**src/rtl/scp_pkg.sv**
```systemverilog
package scp_pkg;
  localparam int WORD_W       = 32;
  localparam int CODE_W       = 5;
  localparam int SEL_W        = 4;
  localparam int NUM_REGS_DEF = 6;
  localparam int NUM_CAL_DEF  = 2;
  localparam logic [CODE_W-1:0] RB_CODE = 5'b01000;

  typedef enum logic [1:0] {
    RB_IDLE,
    RB_SKIP,
    RB_SHIFT,
    RB_TAIL
  } rb_phase_e;
endpackage

```
**src/rtl/scp_sync.sv**
```systemverilog
module scp_sync #(
  parameter int N = 3
) (
  input  logic         clk,
  input  logic         rst_n,
  input  logic [N-1:0] din,
  output logic [N-1:0] lvl,
  output logic [N-1:0] rise,
  output logic [N-1:0] fall
);
  for (genvar g = 0; g < N; g++) begin : g_line
    logic [2:0] stage;
    always_ff @(posedge clk or negedge rst_n) begin
      if (!rst_n) stage <= '0;
      else        stage <= {stage[1:0], din[g]};
    end
    assign lvl[g]  = stage[1];
    assign rise[g] = stage[1] & ~stage[2];
    assign fall[g] = ~stage[1] & stage[2];
  end
endmodule

```
**src/rtl/scp_deser.sv**
```systemverilog
module scp_deser #(
  parameter int WORD_W = scp_pkg::WORD_W
) (
  input  logic              clk,
  input  logic              rst_n,
  input  logic              bit_rise,
  input  logic              bit_val,
  input  logic              stb_rise,
  input  logic              hold,
  output logic [WORD_W-1:0] word_o,
  output logic              full_o
);
  localparam int CNT_W = $clog2(WORD_W + 2);
  localparam logic [CNT_W-1:0] CNT_FULL = CNT_W'(WORD_W);
  localparam logic [CNT_W-1:0] CNT_OVER = CNT_W'(WORD_W + 1);

  logic [WORD_W-1:0] shreg;
  logic [CNT_W-1:0]  cnt;

  always_ff @(posedge clk or negedge rst_n) begin
    if (!rst_n) begin
      shreg <= '0;
      cnt   <= '0;
    end else if (stb_rise) begin
      cnt <= '0;
    end else if (bit_rise && !hold) begin
      shreg <= {bit_val, shreg[WORD_W-1:1]};
      if (cnt != CNT_OVER) cnt <= cnt + 1'b1;
    end
  end

  assign word_o = shreg;
  assign full_o = (cnt == CNT_FULL);
endmodule

```
**src/rtl/scp_regbank.sv**
```systemverilog
module scp_regbank #(
  parameter int WORD_W   = scp_pkg::WORD_W,
  parameter int CODE_W   = scp_pkg::CODE_W,
  parameter int NUM_REGS = scp_pkg::NUM_REGS_DEF
) (
  input  logic                       clk,
  input  logic                       rst_n,
  input  logic                       wr_en,
  input  logic [WORD_W-1:0]          wr_word,
  output logic [NUM_REGS*WORD_W-1:0] regs_o
);
  for (genvar g = 0; g < NUM_REGS; g++) begin : g_reg
    localparam logic [CODE_W-1:0] MY_CODE = CODE_W'(g + 1);
    logic [WORD_W-1:0] r;
    always_ff @(posedge clk or negedge rst_n) begin
      if (!rst_n) r <= '0;
      else if (wr_en && wr_word[CODE_W-1:0] == MY_CODE) r <= wr_word;
    end
    assign regs_o[g*WORD_W +: WORD_W] = r;
  end
endmodule

```
**src/rtl/scp_readback.sv**
```systemverilog
module scp_readback #(
  parameter int WORD_W = scp_pkg::WORD_W
) (
  input  logic               clk,
  input  logic               rst_n,
  input  logic               sclk_rise,
  input  logic               sclk_fall,
  input  logic               stb_rise,
  input  logic               load,
  input  logic [WORD_W-1:0]  load_word,
  output logic               pin_o,
  output logic               busy_o,
  output scp_pkg::rb_phase_e phase_o
);
  import scp_pkg::*;
  localparam int IDX_W = $clog2(WORD_W);
  localparam logic [IDX_W-1:0] IDX_LAST = IDX_W'(WORD_W - 1);

  rb_phase_e         phase;
  logic [WORD_W-1:0] sh;
  logic [IDX_W-1:0]  idx;
  logic              pin;

  always_ff @(posedge clk or negedge rst_n) begin
    if (!rst_n) begin
      phase <= RB_IDLE;
      sh    <= '0;
      idx   <= '0;
      pin   <= 1'b0;
    end else if (stb_rise) begin
      pin <= 1'b0;
      idx <= '0;
      if (load) begin
        phase <= RB_SKIP;
        sh    <= load_word;
      end else begin
        phase <= RB_IDLE;
      end
    end else begin
      case (phase)
        RB_SKIP:  if (sclk_rise) phase <= RB_SHIFT;
        RB_SHIFT: if (sclk_rise) begin
          pin <= sh[0];
          sh  <= sh >> 1;
          idx <= idx + 1'b1;
          if (idx == IDX_LAST) phase <= RB_TAIL;
        end
        RB_TAIL:  if (sclk_fall) begin
          pin   <= 1'b0;
          phase <= RB_IDLE;
        end
        default: ;
      endcase
    end
  end

  assign pin_o   = pin;
  assign busy_o  = (phase != RB_IDLE);
  assign phase_o = phase;
endmodule

```
**src/rtl/serial_cfg_port.sv**
```systemverilog
module serial_cfg_port #(
  parameter int NUM_REGS = scp_pkg::NUM_REGS_DEF,
  parameter int NUM_CAL  = scp_pkg::NUM_CAL_DEF
) (
  input  logic                                clk,
  input  logic                                rst_n,
  input  logic                                ser_clk_i,
  input  logic                                ser_dat_i,
  input  logic                                ser_stb_i,
  input  logic [NUM_CAL*scp_pkg::WORD_W-1:0]  cal_words_i,
  output logic                                rb_dat_o,
  output logic [NUM_REGS*scp_pkg::WORD_W-1:0] cfg_regs_o
);
  import scp_pkg::*;

  logic [2:0] lvl, rise, fall;
  logic [4:0] sync_unused;
  logic       sclk_rise, sclk_fall, stb_rise, dat_lvl;
  logic [WORD_W-1:0] frame_word, rb_word;
  logic       frame_full, frame_ok, rb_load, rb_busy;
  logic [CODE_W-1:0] frame_code;
  logic [SEL_W-1:0]  rb_sel;
  rb_phase_e  rb_phase;

  scp_sync #(.N(3)) u_sync (
    .clk(clk), .rst_n(rst_n),
    .din({ser_stb_i, ser_dat_i, ser_clk_i}),
    .lvl(lvl), .rise(rise), .fall(fall)
  );

  assign sclk_rise   = rise[0];
  assign sclk_fall   = fall[0];
  assign dat_lvl     = lvl[1];
  assign stb_rise    = rise[2];
  assign sync_unused = {lvl[2], lvl[0], rise[1], fall[2:1]};

  scp_deser #(.WORD_W(WORD_W)) u_deser (
    .clk(clk), .rst_n(rst_n),
    .bit_rise(sclk_rise), .bit_val(dat_lvl),
    .stb_rise(stb_rise), .hold(rb_busy),
    .word_o(frame_word), .full_o(frame_full)
  );

  assign frame_ok   = stb_rise & frame_full;
  assign frame_code = frame_word[CODE_W-1:0];
  assign rb_sel     = frame_word[WORD_W-1 -: SEL_W];
  assign rb_load    = frame_ok && (frame_code == RB_CODE);

  scp_regbank #(.WORD_W(WORD_W), .CODE_W(CODE_W), .NUM_REGS(NUM_REGS)) u_bank (
    .clk(clk), .rst_n(rst_n),
    .wr_en(frame_ok), .wr_word(frame_word),
    .regs_o(cfg_regs_o)
  );

  always_comb begin
    rb_word = '0;
    for (int k = 0; k < NUM_REGS; k++)
      if (rb_sel == SEL_W'(k + 1)) rb_word = cfg_regs_o[k*WORD_W +: WORD_W];
    for (int c = 0; c < NUM_CAL; c++)
      if (rb_sel == SEL_W'(NUM_REGS + 1 + c)) rb_word = cal_words_i[c*WORD_W +: WORD_W];
  end

  scp_readback #(.WORD_W(WORD_W)) u_rb (
    .clk(clk), .rst_n(rst_n),
    .sclk_rise(sclk_rise), .sclk_fall(sclk_fall),
    .stb_rise(stb_rise), .load(rb_load), .load_word(rb_word),
    .pin_o(rb_dat_o), .busy_o(rb_busy), .phase_o(rb_phase)
  );
endmodule

```
**config.mk**
```make
export PLATFORM = sky130hd
export DESIGN_NAME = serial_cfg_port
export DESIGN_NICKNAME = d
export VERILOG_FILES = /design/src/rtl/scp_pkg.sv /design/src/rtl/scp_sync.sv /design/src/rtl/scp_deser.sv /design/src/rtl/scp_regbank.sv /design/src/rtl/scp_readback.sv /design/src/rtl/serial_cfg_port.sv
export SDC_FILE = /design/constraint.sdc
export NUM_CORES = 1
export LEC_CHECK = 0
export ABC_AREA = 1
export BUFFER_PORTS_ARGS = -buffer_cell sky130_fd_sc_hd__buf_2
export CAP_MARGIN = 40
export CORE_ASPECT_RATIO = 0.7
export CORE_MARGIN = 1.5
export CORE_UTILIZATION = 55
export DETAILED_ROUTE_END_ITERATION = 7
export PLACE_DENSITY = 0.89
export SLEW_MARGIN = 20
export SYNTH_ARGS = -nofsm -noshare
export SYNTH_HDL_FRONTEND = slang
export SYNTH_SLANG_ARGS = --single-unit
export TNS_END_PERCENT = 30
```
**constraint.sdc**
```tcl
create_clock -name clk -period 1.8 [get_ports clk]
set_input_delay 0.36 -clock clk [delete_from_list [all_inputs] [get_ports clk]]
set_output_delay 0.36 -clock clk [all_outputs]
set_load 0.01 [all_outputs]
```
==> impl_metrics.csv, run 1 <==
group,metric,value,unit
timing,finalWorstSetupSlack,-100,ps
critical_path,end_kind,"flip-flop",
timing,worstMarginPinSlew,440,ps
timing,min_period,1900,ps
place,globalplace.congestion,0.927,
clocking,clk_path_buf_depth,3,
power,p_per_area,1110,nW/um^2
critical_path,reg2reg_depth,11,
worst_hold_path,hold_class,"primary input to flip-flop",
critical_path,startpoint_type,"flip-flop",
synthesis,ys_seq_area_share,53.9,%
clocking,clock_tree.root_cell,"clkbuf_16",
finish,nets,1994,
floorplan,rows,46,
synthesis,syn_avg_cell_area,7.91,um^2
critical_path,critPathKind,"flip-flop to flip-flop",
routing,drc,0,
critical_path,critPathArrivalTime,2320,ps
critical_path,regToRegSetupSlack,-100,ps
floorplan,die_w,186,um
run_status,status,"finished, violations left",
synthesis,synthDistinctLibCells,26,
routing,num_vias,12978,
global_routing,grt_pass1_vias,12112,
synthesis,synth-seq-cells,278,
critical_path,path_max_fanout,8,
clocking,clk_pin_slew,60,ps
synthesis,async_reset_ff_share,100,%
synthesis,yosys_warnings,0,
place,io_buffers,261,
finish,area_delta_synth_final,26.6,%
timing,timing.fmax,0.526,GHz
synthesis,synth-main-ff-cell,"dfrtp_1",
global_routing,grt_max_degree,71,
global_routing,antenna_found_initial,0,
global_routing,grt_usage,35.0,%
floorplan,core_area,22800,um^2
finish,finish.utilization,71.5,%
worst_hold_path,worstHoldStart,"cal_words_i[5]",
finish,final_area,16300,um^2
timing,period_share,106,%
global_routing,grt_overflow,0,
floorplan,initial_utilization,56.5,%
synthesis,yosysTopAreaCellShare,53.9,%
clocking,cts-buffers-inserted,28,
run,max_cap_violations,0,
floorplan,die_height,131,um
floorplan,dieArea,24400,um^2
synthesis,yosys-top-cells-count,"394 x nand2_1, 278 x dfrtp_1, 232 x o21ai_0",
synthesis,synth_top_area_cell,"dfrtp_1",
routing,wl,44300,um
finish,layout-drive-gt1-share,23.2,%
power,power.total,18.2,mW
routing,ant_nets,0,
timing,setup_viol,26,
routing,dr.pass1.iters,6,
place,place_ws,-114,ps
power,leakagePower,8.51,nW
global_routing,grt_pass1_wl,66400,um
synthesis,synthTopCellsByArea,"dfrtp_1 54%, nand2_1 11%, o21ai_0 9.0%, inv_1 5.5%, nand3_1 5.3%",
routing,post_drt_wl_per_cell,19.7,um
power,vdd_drop_max,0.000805,V
synthesis,synth_nets,1706,
synthesis,syn_inst,1632,
clocking,tritoncts,"yes",
worst_hold_path,hold_path_depth,5,
clocking,clkSinkCount,278,
routing,drt_iter0_markers,1728,
run_status,violations,"negative setup slack",
timing,holdWs,181,ps
finish,antenna_cells,0,
clocking,htreeDepth,1,
floorplan,io_pins,262,
place,placed_area,14900,um^2
critical_path,crit_start,"u_deser.cnt[1]",
timing,rsz0062_at_grt,"yes",
critical_path,r2r-start,"u_deser.cnt[1]",
critical_path,crit_required,2220,ps
timing,slew_headroom,70.5,%
routing,via_per_inst,5.76,
synthesis,synth_edf_count,0,
clocking,clk_latency,540,ps
synthesis,synth.most_common_cell,"nand2_1",
timing,finClkSkew,13.1,ps
synthesis,netlist_area,12900,um^2
timing,finalHoldViolCount,0,
timing,drv_slew,0,
place,dpl.hpwl,29400,um
==> cell usage in the layout (no fill, tap or decap), types with 7 or more instances in the layout <==
cell type,n
inv_2,9
clkbuf_16,34
or2_2,14
nand2_2,10
nor2_4,7
dfrtp_1,274
clkbuf_8,9
buf_6,8
a21oi_1,37
nand3_1,134
nand4_1,34
buf_12,21
nor3_1,8
inv_1,188
nand2_1,386
buf_2,260
buf_4,46
o21ai_0,227
nor2_1,178
==> cells by family (layout without fill, tap and decap cells) <==
kind of cell    after synthesis  count (layout)  share of synthesized area, %
simple gates                784             784                          25.6
compound gates              276             276                          10.9
flops                       278             278                          53.9
fa+ha+maj                     5               5                         0.484
buf+inv                     289             598                          9.15
==> through the flow <==
stage,TNS [ps],std cells
6_report,-850,2253
3_5_place_dp,-1600,2181
5_1_grt,-3050,2253
3_3_place_gp,0,2181
4_1_cts,0,2236
2_1_floorplan,0,1632
==> routing by layer <==
metal / share of wire [%] / GRT usage (%) / routed length (um)
met4: 4.8 / 14.7 / 2130
met2: 45 / 54.2 / 19900
met1: 37 / 47.1 / 16500
met3: 13 / 8.29 / 5820
met5: 0 / 0 / 0
==> final timing paths <==
| path | to |
|---|---|
| max | u_bank.g_reg[3].r[29] |
| min | u_rb.sh[5] |
| max reg2reg | u_bank.g_reg[3].r[29] |
| min reg2reg | u_sync.g_line[0].stage[1] |
| max in group asynchronous | u_deser.word_o[29] |
| min in group asynchronous | u_rb.sh[28] |
==> critical path: stages, from the launching register on <==
cell and delay (ps):
dfrtp_1 410, inv_2 70, ha_2 160, nand2_2 60, nor2_4 120, buf_12 140
nand3_4 80, nor2_4 150, buf_12 180, clkbuf_16 180, nand2_1 70, o21ai_0 140
==> sequential cells by signal, indices dropped and copies added (netlist names) <==
signal and flops:
u_deser.cnt 6, u_deser.word_o 32, u_rb.idx 5, u_rb.sh 32, u_bank.g.r 192, u_rb.phase_o 2
u_sync.g_line.stage 8, u_rb.pin_o 1
==> final cells by class <==
class	instances	area, um^2
Inverter	200	766
Timing Repair Buffer	347	2370
Tap cell	312	390
Sequential cell	278	6960
Multi-Input combinational cell	1065	4860
Fill cell	1683	6510
Clock buffer	41	861
Clock inverter	10	133
==> timing repair <==
| action | 4_1_cts | 5_1_grt |
|---|---|---|
| hold buffers | 4 | 0 |
| pin swaps | 1 | 10 |
| gates resized for setup | 8 | 37 |
| buffers inserted | 0 | 13 |
| endpoints found under the hold margin | 36 | 0 |
| setup endpoints to repair | 40 | 96 |
| cloned | 0 | 6 |
==> where the power goes <==
part | internal, mW | total (mW) | switching, mW
clock | 3.73 | 6.23 | 2.50
combinational | 1.67 | 4.81 | 3.14
sequential | 6.75 | 7.14 | 0.393
total | 12.1 | 18.2 | 6.03
No activity file was read; power rests on OpenSTA's default activity.
==> run 2, diff against run 1 <==
Settings changed: BUFFER_PORTS_ARGS -buffer_cell sky130_fd_sc_hd__buf_2 to -buffer_cell sky130_fd_sc_hd__buf_4, TNS_END_PERCENT 30 to 1.
==> impl_metrics.csv, run 2 (same netlist as run 1, synthesis figures left out) <==
group,metric,value,unit
clocking,cts-buffers-inserted,27,
timing,slew_headroom,67.1,%
floorplan,die_w,186,um
finish,area_delta_synth_final,29.7,%
routing,wl,44500,um
run,max_cap_violations,0,
clocking,clk_pin_slew,70,ps
timing,finalWorstSetupSlack,-97.8,ps
finish,antenna_cells,0,
critical_path,end_kind,"flip-flop",
clocking,htreeDepth,1,
timing,setup_viol,69,
global_routing,grt_usage,35.7,%
routing,via_per_inst,5.82,
routing,num_vias,13019,
place,globalplace.congestion,0.936,
clocking,tritoncts,"yes",
critical_path,critPathArrivalTime,2330,ps
worst_hold_path,hold_path_depth,5,
floorplan,rows,46,
global_routing,grt_overflow,0,
routing,drt_iter0_markers,1462,
finish,nets,1979,
critical_path,crit_required,2240,ps
floorplan,die_height,131,um
finish,top_register,"u_bank.g.r",
run_status,violations,"negative setup slack",
finish,layout_common_cells,"388 x nand2_1, 300 x buf_4, 274 x dfrtp_1",
timing,min_period,1900,ps
routing,dr.pass1.iters,5,
timing,finalHoldViolCount,0,
finish,final_area,16700,um^2
place,placed_area,15500,um^2
floorplan,initial_utilization,56.5,%
finish,layout-drive-gt1-share,22.2,%
power,leakagePower,8.41,nW
critical_path,startpoint_type,"flip-flop",
timing,worstMarginPinSlew,492,ps
power,vdd_drop_max,0.000780,V
clocking,clk_path_buf_depth,3,
finish,fill_cells,1559,
timing,timing.fmax,0.527,GHz
timing,finClkSkew,19.7,ps
critical_path,critPathKind,"flip-flop to flip-flop",
place,io_buffers,261,
floorplan,core_area,22800,um^2
routing,post_drt_wl_per_cell,19.9,um
global_routing,grt_pass1_vias,12638,
global_routing,grt_max_degree,76,
place,dpl.hpwl,30200,um
power,p_per_area,1090,nW/um^2
global_routing,antenna_found_initial,0,
timing,rsz0062_at_grt,"yes",
global_routing,grt_pass1_wl,68000,um
timing,drv_slew,0,
clocking,clk_latency,540,ps
timing,period_share,105,%
worst_hold_path,hold_class,"primary input to flip-flop",
routing,ant_nets,0,
run_status,status,"finished, violations left",
floorplan,dieArea,24400,um^2
finish,largest_register_ff_count,192,
critical_path,path_max_fanout,17,
finish,final_common_cell,"nand2_1",
clocking,clkSinkCount,278,
critical_path,reg2reg_depth,11,
routing,drc,0,
floorplan,io_pins,262,
power,power.total,18.2,mW
clocking,clock_tree.root_cell,"clkbuf_16",
[run 2: changes by cell type in the layout (fill, tap and decap cells not counted), moves of 2 or more]
cell / previous run / this run
o21ai_0: 227 / 230
clkbuf_8: 9 / 5
clkbuf_16: 34 / 28
nand2_1: 386 / 388
bufinv_16: 3 / 6
buf_2: 260 / 0
buf_4: 46 / 300
buf_8: 3 / 1
clkbuf_1: 3 / 1
o21ai_1: 4 / 2
[run 2: critical path, cell delays in order (launching register included)]
cell	delay, ps
dfrtp_1	350
inv_1	80
nor2_4	210
nand2_2	90
nor2_4	140
buf_6	170
nand3_4	120
nor2_4	160
buf_4	130
buf_12	150
nand2_1	70
o21ai_0	90
[run 2: power by group]
part	switching, mW	internal (mW)	total (mW)
Clock	2.54	3.83	6.37
Sequential	0.394	6.74	7.14
Combinational	3.07	1.60	4.68
Total	6.01	12.2	18.2
[run 2: worst paths after layout]
kind                                            from                   endpoint  slack [ps]
max                        u_sync.g_line[2].stage[1]      u_bank.g_reg[3].r[12]        -100
min                                   cal_words_i[5]                 u_rb.sh[5]         180
max reg2reg                u_sync.g_line[2].stage[1]      u_bank.g_reg[3].r[12]        -100
min reg2reg                u_sync.g_line[0].stage[0]  u_sync.g_line[0].stage[1]         360
max in group asynchronous                      rst_n      u_bank.g_reg[4].r[10]         750
min in group asynchronous                      rst_n                u_rb.sh[26]         310
[run 2: timing repair]
action / in CTS / in global routing
hold buffers: 4 / 0
endpoints found under the setup margin: 52 / 78
resized for setup: 6 / 25
buffers inserted: 0 / 6
cloned: 0 / 2
pin swaps: 0 / 4
hold endpoints to repair: 38 / 0
[run 2: layout make-up]
cell class,count,area [um^2],share of cell area (%)
flip-flops and latches,278,6960,41.6
multi-input cells,1065,4820,28.8
repair buffers,333,2810,16.8
inverters,200,761,4.54
clock buffers,33,748,4.47
well taps,312,390,2.33
clock inverters,16,250,1.49
[run 2: routing by layer]
layer	share of wire, %	GRT usage (%)
met1	37	46.9
met2	45	54.5
met3	13	9.28
met4	5.9	18.5
met5	0	0
[run 2: per-stage QoR]
step                      hold WS [ps]  utilization [%]  setup WS, ps  setup TNS, ps  cells
after floorplan                   64.4                -           254              0   1632
after global placement             270             68.0          41.1              0   2176
after detailed placement           271             68.0         -63.1          -1420   2176
after CTS                          175             72.6          12.7              0   2229
after global routing               207             73.3          -141          -6540   2237
final                              180             73.3         -97.8          -2690   2237
==> run 3, diff against run 2 <==
Settings changed: REMOVE_ABC_BUFFERS from default to 1.
==> impl_metrics.csv, run 3 (same netlist as run 1, synthesis figures left out) <==
group,metric,value,unit
global_routing,grt_pass1_vias,12407,
global_routing,grt_max_degree,65,
critical_path,critPathKind,"flip-flop to flip-flop",
floorplan,dieArea,24400,um^2
timing,drv_slew,0,
timing,setup_viol,0,
timing,finClkSkew,13.1,ps
floorplan,die_height,131,um
global_routing,grt_overflow,0,
clocking,clk_latency,540,ps
routing,wl,43000,um
clocking,clkSinkCount,278,
routing,num_vias,12818,
worst_hold_path,hold_path_depth,5,
clocking,clk_pin_slew,60,ps
worst_hold_path,hold_end,"u_rb.sh[7]",
critical_path,r2r-start,"u_deser.cnt[0]",
routing,drt_iter0_markers,1297,
global_routing,antenna_found_initial,1,
critical_path,max_stage_delay,400,ps
timing,period_share,99.6,%
critical_path,reg2reg_depth,10,
floorplan,die_w,186,um
finish,final_area,16800,um^2
floorplan,core_area,22800,um^2
place,placed_area,15600,um^2
routing,via_per_inst,5.72,
run,max_cap_violations,0,
timing,timing.fmax,0.558,GHz
floorplan,initial_utilization,56.5,%
power,p_per_area,1070,nW/um^2
timing,slew_headroom,69.2,%
timing,finalHoldViolCount,0,
place,io_buffers,261,
finish,area_delta_synth_final,29.9,%
routing,post_drt_wl_per_cell,19.2,um
critical_path,end_kind,"flip-flop",
critical_path,crit_top_cell,"nor2_4",
power,vdd_drop_max,0.000907,V
critical_path,crit_chain,"inv_2, ha_1, nand2_2, nor2_4, buf_6, nand3_2, nor2_4, buf_12, buf_16, o21ai_0",
finish,layout_common_cells,"386 x nand2_1, 301 x buf_4, 276 x dfrtp_1",
critical_path,critPathArrivalTime,2210,ps
finish,layout-drive-gt1-share,22.7,%
critical_path,worstPathBufferInverterCount,4,
critical_path,cp_top_family,"simple AND/OR/NAND/NOR gates",
run_status,status,"complete, no violations",
place,dpl.hpwl,29000,um
critical_path,crit_required,2220,ps
power,power.total,17.9,mW
timing,min_period,1790,ps
timing,worstMarginPinSlew,461,ps
finish,nets,1983,
routing,drc,0,
power,leakagePower,8.44,nW
worst_hold_path,hold_class,"primary input to flip-flop",
timing,rsz0062_at_grt,"yes",
clocking,clk_path_buf_depth,3,
clocking,cts-buffers-inserted,27,
global_routing,grt_usage,35.1,%
place,globalplace.congestion,0.930,
finish,final_common_cell,"nand2_1",
clocking,clock_tree.root_cell,"clkbuf_16",
routing,ant_nets,0,
clocking,htreeDepth,1,
worst_hold_path,worstHoldStart,"cal_words_i[7]",
routing,dr.pass1.iters,6,
finish,antenna_cells,0,
clocking,tritoncts,"yes",
critical_path,reg2reg_to,"u_bank.g_reg[3].r[26]",
critical_path,regToRegSetupSlack,7,ps
floorplan,io_pins,262,
critical_path,path_max_fanout,17,
finish,largest_register_ff_count,192,
finish,top_register,"u_bank.g.r",
global_routing,grt_pass1_wl,66500,um
floorplan,rows,46,
critical_path,startpoint_type,"flip-flop",
critical_path,slowest_stage,"dfrtp_1",
run 3: changes by cell type in the layout (fill, tap and decap cells not counted), moves of 3 or more:
cell	delta
o21ai_0	-3
clkbuf_8	+3
buf_6	+3
clkinvlp_4	-3
run 3: area by class of cell:
cell class | instances | area, um^2
Sequential cell | 278 | 6960
Fill cell | 1631 | 6070
Multi-Input combinational cell | 1065 | 4860
Timing Repair Buffer | 337 | 2860
Clock buffer | 38 | 797
Inverter | 200 | 761
Tap cell | 312 | 390
Clock inverter | 11 | 158
run 3: metrics by stage:
stage	setup slack, ps	hold WS [ps]	util (%)	std cells	TNS [ps]
3_3_place_gp	62.6	316	68.3	2182	0
4_1_cts	15.5	172	72.9	2237	0
5_1_grt	-88.2	195	73.4	2241	-2100
3_5_place_dp	-58.6	321	68.3	2182	-706
6_report	7.45	177	73.4	2241	0
2_1_floorplan	-1170	64.4	-	1543	-197460
run 3: per-layer routing:
metal / wire length, um / global-route usage [%] / vias to the layer above
met3: 5340 / 8.40 / 141
met5: 14 / 0 / -
li1: - / - / 5745
met1: 16300 / 47.1 / 6078
met2: 19700 / 54.7 / 852
met4: 1660 / 14.3 / 2
run 3: tightest hold or removal path, stage by stage:
cell and delay (ps):
buf_4 70, nand2_1 40, nand4_1 80, nand3_1 60
nand2_1 60
run 3: report_power, final:
part	switching [mW]	internal [mW]	leakage (nW)
combinational	3.13	1.55	4.22
clock	2.43	3.65	0.474
sequential	0.382	6.74	3.75
run 3: worst max path at each step:
stage                                   start                     to  slack, ps  cells after the start
CTS                            u_deser.cnt[0]  u_bank.g_reg[3].r[29]         20                     11
global placement               u_deser.cnt[0]             u_rb.sh[5]         60                     10
floorplan           u_sync.g_line[2].stage[2]  u_bank.g_reg[3].r[31]      -1170                      8
finish                         u_deser.cnt[0]  u_bank.g_reg[3].r[26]          7                     10
global route                   u_deser.cnt[0]  u_bank.g_reg[3].r[30]        -90                     11
detailed placement             u_deser.cnt[0]            u_rb.sh[30]        -60                     10
run 3: what timing repair did:
item,4_1_cts,5_1_grt
setup buffers,1,4
gates cloned,1,0
endpoints found under the hold margin,41,0
resized for setup,8,29
setup endpoints to repair,34,75
pin swaps,1,5
hold buffers,4,0
